[src/rtl/scr_pkg.sv]
package scr_pkg;

  typedef enum logic [7:0] {
    CT_NOP      = 8'h00,
    CT_SHUTDOWN = 8'h01,
    CT_FLUSH    = 8'h02,
    CT_HALT     = 8'h03,
    CT_SYNC     = 8'h04,
    CT_FLUSHACK = 8'h05,
    CT_STOPACK  = 8'h06,
    CT_SMIACK   = 8'h07
  } cycle_type_e;

  typedef enum logic [2:0] {
    ACT_RETIRE,
    ACT_SHUTDOWN,
    ACT_FWD_HALT,
    ACT_FWD_STOP,
    ACT_SMI
  } action_e;

  typedef enum logic [1:0] {
    ST_IDLE,
    ST_WAIT,
    ST_DONE
  } state_e;

  // Branch trace and reserved codes fall through to a plain retire.
  function automatic action_e decode_action(input logic is_trace, input logic [7:0] code);
    action_e a;
    a = ACT_RETIRE;
    if (!is_trace) begin
      case (code)
        CT_SHUTDOWN: a = ACT_SHUTDOWN;
        CT_HALT:     a = ACT_FWD_HALT;
        CT_STOPACK:  a = ACT_FWD_STOP;
        CT_SMIACK:   a = ACT_SMI;
        default:     a = ACT_RETIRE;
      endcase
    end
    return a;
  endfunction

endpackage

[src/rtl/scr_init_timer.sv]
module scr_init_timer #(
  parameter int INIT_LEN = 4
) (
  input  logic clk,
  input  logic rst,
  input  logic start,
  output logic init_n
);
  localparam int CNT_W = $clog2(INIT_LEN + 1);
  localparam int RUN_W = CNT_W + 2;

  logic [CNT_W-1:0] cnt_q;
  logic             init_n_q;

  always_ff @(posedge clk) begin
    if (rst) begin
      cnt_q    <= '0;
      init_n_q <= 1'b1;
    end else if (start) begin
      cnt_q    <= CNT_W'(INIT_LEN - 1);
      init_n_q <= 1'b0;
    end else if (cnt_q != '0) begin
      cnt_q    <= cnt_q - 1'b1;
    end else begin
      init_n_q <= 1'b1;
    end
  end

  assign init_n = init_n_q;

  // Length of the current low run, saturating; used only by the check below.
  logic [RUN_W-1:0] low_run_q;
  always_ff @(posedge clk) begin
    if (rst) low_run_q <= '0;
    else if (init_n_q) low_run_q <= '0;
    else if (low_run_q != '1) low_run_q <= low_run_q + 1'b1;
  end

  a_r5_min_pulse: assert property (@(posedge clk) disable iff (rst)
    $rose(init_n_q) |-> (low_run_q >= RUN_W'(INIT_LEN)));

  a_r6_start_drives_low: assert property (@(posedge clk) disable iff (rst)
    start |=> !init_n_q);

endmodule

[src/rtl/scr_smi_flag.sv]
module scr_smi_flag (
  input  logic clk,
  input  logic rst,
  input  logic update,
  input  logic smm,
  output logic smiact_n
);
  logic flag_n_q;

  always_ff @(posedge clk) begin
    if (rst)         flag_n_q <= 1'b1;
    else if (update) flag_n_q <= ~smm;
  end

  assign smiact_n = flag_n_q;

  a_r9_flag_holds: assert property (@(posedge clk) disable iff (rst)
    !update |=> $stable(flag_n_q));

  a_r9_flag_follows: assert property (@(posedge clk) disable iff (rst)
    update |=> (flag_n_q == !$past(smm)));

endmodule

[src/rtl/scr_ctrl.sv]
module scr_ctrl
  import scr_pkg::*;
(
  input  logic    clk,
  input  logic    rst,
  input  logic    req_valid,
  input  action_e act,
  input  logic    pci_mabort,
  output logic    accept,
  output logic    retire,
  output logic    busy,
  output logic    fwd_valid,
  output logic    fwd_kind
);
  state_e state_q;
  logic   retire_q, busy_q, fwd_valid_q, fwd_kind_q;

  assign accept = req_valid && (state_q == ST_IDLE);

  always_ff @(posedge clk) begin
    if (rst) begin
      state_q     <= ST_IDLE;
      retire_q    <= 1'b0;
      busy_q      <= 1'b0;
      fwd_valid_q <= 1'b0;
      fwd_kind_q  <= 1'b0;
    end else begin
      retire_q <= 1'b0;
      case (state_q)
        ST_IDLE: begin
          if (req_valid) begin
            busy_q <= 1'b1;
            if (act == ACT_FWD_HALT || act == ACT_FWD_STOP) begin
              state_q     <= ST_WAIT;
              fwd_valid_q <= 1'b1;
              fwd_kind_q  <= (act == ACT_FWD_STOP);
            end else begin
              state_q  <= ST_DONE;
              retire_q <= 1'b1;
            end
          end
        end
        ST_WAIT: begin
          if (pci_mabort) begin
            state_q     <= ST_DONE;
            fwd_valid_q <= 1'b0;
            retire_q    <= 1'b1;
          end
        end
        ST_DONE: begin
          state_q <= ST_IDLE;
          busy_q  <= 1'b0;
        end
        default: begin
          state_q <= ST_IDLE;
          busy_q  <= 1'b0;
        end
      endcase
    end
  end

  assign retire    = retire_q;
  assign busy      = busy_q;
  assign fwd_valid = fwd_valid_q;
  assign fwd_kind  = fwd_kind_q;

  a_r1_reset_quiet: assert property (@(posedge clk)
    rst |=> (!busy_q && !retire_q && !fwd_valid_q));

  a_r10_retire_in_busy: assert property (@(posedge clk) disable iff (rst)
    retire_q |-> busy_q);

  a_r10_no_accept_busy: assert property (@(posedge clk) disable iff (rst)
    busy_q |-> !accept);

  a_r12_retire_pulse: assert property (@(posedge clk) disable iff (rst)
    retire_q |=> !retire_q);

  a_r7_fwd_hold: assert property (@(posedge clk) disable iff (rst)
    (fwd_valid_q && !pci_mabort) |=> (fwd_valid_q && $stable(fwd_kind_q)));

  a_r7_fwd_release: assert property (@(posedge clk) disable iff (rst)
    (fwd_valid_q && pci_mabort) |=> (!fwd_valid_q && retire_q));

  a_r11_abort_idle: assert property (@(posedge clk) disable iff (rst)
    (!fwd_valid_q && !accept) |=> !fwd_valid_q);

endmodule

[src/rtl/special_cycle_responder.sv]
module special_cycle_responder
  import scr_pkg::*;
#(
  parameter int INIT_LEN = 4
) (
  input  logic       clk,
  input  logic       rst,
  input  logic       req_valid,
  input  logic       req_is_trace,
  input  logic [7:0] req_type,
  input  logic       req_smm,
  input  logic       pci_mabort,
  output logic       busy,
  output logic       retire,
  output logic       init_n,
  output logic       pci_fwd_valid,
  output logic       pci_fwd_kind,
  output logic       smiact_n
);
  localparam int PULSE_LEN = (INIT_LEN < 4) ? 4 : INIT_LEN;

  action_e act;
  logic    accept;

  assign act = decode_action(req_is_trace, req_type);

  scr_ctrl u_ctrl (
    .clk        (clk),
    .rst        (rst),
    .req_valid  (req_valid),
    .act        (act),
    .pci_mabort (pci_mabort),
    .accept     (accept),
    .retire     (retire),
    .busy       (busy),
    .fwd_valid  (pci_fwd_valid),
    .fwd_kind   (pci_fwd_kind)
  );

  scr_init_timer #(.INIT_LEN(PULSE_LEN)) u_init (
    .clk    (clk),
    .rst    (rst),
    .start  (accept && (act == ACT_SHUTDOWN)),
    .init_n (init_n)
  );

  scr_smi_flag u_smi (
    .clk      (clk),
    .rst      (rst),
    .update   (accept && (act == ACT_SMI)),
    .smm      (req_smm),
    .smiact_n (smiact_n)
  );

  a_r4_trace_inert: assert property (@(posedge clk) disable iff (rst)
    (accept && req_is_trace) |=> ($stable(smiact_n) && !pci_fwd_valid && retire));

  a_r5_shutdown_retire: assert property (@(posedge clk) disable iff (rst)
    (accept && !req_is_trace && req_type == 8'h01) |=> (retire && !init_n && !pci_fwd_valid));

endmodule

[config.mk]
export PLATFORM = sky130hd
export DESIGN_NAME = special_cycle_responder
export DESIGN_NICKNAME = d
export VERILOG_FILES = /design/src/rtl/scr_pkg.sv /design/src/rtl/scr_init_timer.sv /design/src/rtl/scr_smi_flag.sv /design/src/rtl/scr_ctrl.sv /design/src/rtl/special_cycle_responder.sv
export SDC_FILE = /design/constraint.sdc
export NUM_CORES = 1
export LEC_CHECK = 0
export ABC_AREA = 1
export BUFFER_PORTS_ARGS = -buffer_cell sky130_fd_sc_hd__buf_2
export CORE_AREA = 8 8 45 47
export DETAILED_ROUTE_END_ITERATION = 8
export DIE_AREA = 0 0 53 55
export PLACE_DENSITY = 0.86
export SYNTH_ARGS = -nofsm -noshare
export SYNTH_HDL_FRONTEND = slang
export SYNTH_SLANG_ARGS = --single-unit
[constraint.sdc]
create_clock -name clk -period 1.8 [get_ports clk]
set_input_delay 0.18 -clock clk [delete_from_list [all_inputs] [get_ports clk]]
set_output_delay 0.18 -clock clk [all_outputs]
set_load 0.005 [all_outputs]
==> results.cfg <==
[global_route]
track_usage_pct = 11.2
grt_pass1_vias = 611
grt_pass1_wl_mm = 2.44
grt_max_degree = 10
antenna_found_initial = 0
gr-total-overflow = 0

[critical_path]
crit_start = u_init.cnt_q[0]
start_kind = register
reg2regPathDepth = 6
cp_data_arrival_time_ns = 1.28
r2r_end = u_init.init_n
crit_type = register to register
crit_required_ns = 1.97
reg2reg_slack_ns = 0.69
cp_max_fo = 4
cp-end-kind = register
r2r-start = u_init.cnt_q[0]

[logic_synthesis]
synth_top_area_cell = dfxtp_1
synthXorXnorAreaFrac_pct = 1.32
synth_top_family_by_area = simple AND/OR/NAND/NOR gates
syn_area_sq_um = 664
synth_most_common_cell = nand2_1
yosys-top-cells-count = 21 x nand2_1, 13 x inv_1, 11 x dfxtp_1, 11 x nor2_1, 6 x inv_2
ys_warn_count = 0
synthSimpleGateAreaFrac_pct = 43.7
syn_inst = 95
synth-compound-area-share_pct = 6.78
synthDominantCellAreaShare_pct = 33.1
ys_ff_latch = 11
ys_types = 23
muxShareOfSynthArea_pct = 0
synthAdderAreaFrac_pct = 3.77
ys_top_cells_by_area = dfxtp_1 33%, nand2_1 12%, inv_1 7.3%, nor2_1 6.2%, nand2_2 4.7%
ys_seq_area_share_pct = 33.1
synth_edf_count = 0
yosys_most_used_dff = dfxtp_1
synth.avg_cell_area_sq_um = 6.99
synthArstFlopShare_pct = 0
syn-num-nets = 111

[clocking]
path_clk_slew_ns = 0.07
root_buffer = clkbuf_4
cts_tree = yes
clk_latency_ns = 0.28
hold_buffers = 0
clock_path_buffers = 2
clock_sinks = 11
post_cts_buffers = 0
cts_max_level = 1
cts_inserted_buffers = 3
ctsResizeCount = 0

[pwr]
p_leak_nw = 0.421
ir_drop_v = 0.000558
power.total_w = 0.000710
powerDensity_nw_per_um2 = 881

[cells_and_area]
fin_cells = 134
nFillCells = 132
design.final.nets = 135
antenna_cells = 0
design_area_sq_um = 806
drive_gt1_share_pct = 38.1
area_growth_syn_to_layout_pct = 21.3

[drt]
vias = 620
detail-route-antenna-nets = 0
wl_mm = 1.41
remaining_drc_errors = 0
firstDrtPassIters = 3
viasPerCell = 4.63
wl_per_cell_um = 10.6
drt_iter0_drc = 8

[sta]
setup_slack_ns = 0.688
tns_ns = 0
period_share_pct = 61.8
max_freq_mhz = 900
fin_crit_ns = 1.11
relSlewSlack_pct = 82.7
maxSlewViolCount = 0
grt_setup_unrepaired = false
finalSetupViolations = 0
tightest_slew_ns = 0.258
skew_ns = 0.000573
hold_viol = 0

[placement]
dpl.hpwl_mm = 1.15
routabilityCongestion = 0.746
io_buffers = 19
place_area_sq_um = 779
dp.cells = 130
dpl_worst_slack_ns = 0.663

[worst_hold_path]
min_to = u_init.cnt_q[2]
hp-start = rst
hp-class = input port to register
hold_path_depth = 2

[run]
maxCapViolCount = 0

[floorplan]
die-width_um = 53
die_area_sq_um = 2920
core_area_sq_um = 1380
fp.dieH_um = 55
core.rowCount = 14
num_io_pins = 20
initial_core_util_pct = 48.0

[outcome]
status = completed
final cells by class:
cell class              count  area [sq um]  area share, %
well taps                  16          20.0           2.48
clock buffers               4          26.3           3.26
flip-flops and latches     11           220           27.3
repair buffers             19          95.1           11.8
multi-input cells          64           369           45.8
inverters                  20          75.1           9.32
flip-flops by register name (all words and copies together) (netlist names):
name,count
u_ctrl.busy,1
u_ctrl.fwd_kind,1
u_ctrl.fwd_valid,1
u_ctrl.retire,1
u_ctrl.state_q,2
u_init.cnt_q,3
u_init.init_n,1
u_smi.smiact_n,1
per-layer routing:
metal | global-route usage [%] | vias to the layer above | part of all wire [%]
met4 | 9.05 | 0 | 2.8
met5 | 0 | - | 0
li1 | - | 337 | -
met1 | 11.1 | 265 | 45
met2 | 20.1 | 13 | 47
met3 | 2.14 | 5 | 5.5
how the worst max path moves through the flow:
stage,end
2_1_floorplan,u_init.init_n
3_3_place_gp,u_ctrl.fwd_valid
3_5_place_dp,u_ctrl.retire
4_1_cts,u_init.init_n
5_1_grt,u_init.init_n
6_report,u_init.init_n
where the power goes:
part | internal [W] | leakage (nW) | total, W | switching [W]
logic | 0.0000965 | 0.316 | 0.000238 | 0.000141
registers | 0.000277 | 0.0902 | 0.000296 | 0.0000195
clock network | 0.0000861 | 0.0150 | 0.000176 | 0.0000897
cell families after synthesis:
family,after synthesis
compound gates,7
fa+ha+maj,2
buf+inv,20
flops,11
xor+xnor,1
simple gates,54
placed cells by master (no fill, tap or decap), types with 3 or more instances in the layout:
cell type | netlist | final
buf_2 | 0 | 19
clkbuf_4 | 0 | 3
dfxtp_1 | 11 | 11
inv_1 | 13 | 13
inv_2 | 6 | 6
nand2_1 | 21 | 21
nand2_2 | 5 | 5
nand3_1 | 4 | 4
nor2_1 | 11 | 11
nor2_2 | 4 | 4
per-stage QoR:
step / utilization (%) / hold slack (ns)
final: 58.2 / 0.105
after detailed placement: 56.3 / 0.397
after floorplan: - / 0.249
after global routing: 58.2 / 0.100
after global placement: 56.3 / 0.390
after CTS: 58.2 / 0.102
worst max-delay path: stages (launching register included):
cell and delay [ns]:
dfxtp_1 0.36, inv_1 0.07, ha_1 0.19, nand2_1 0.13, inv_1 0.08, o21ai_1 0.12, nand2_1 0.06
Note: power is estimated with default switching activity, not from simulation.
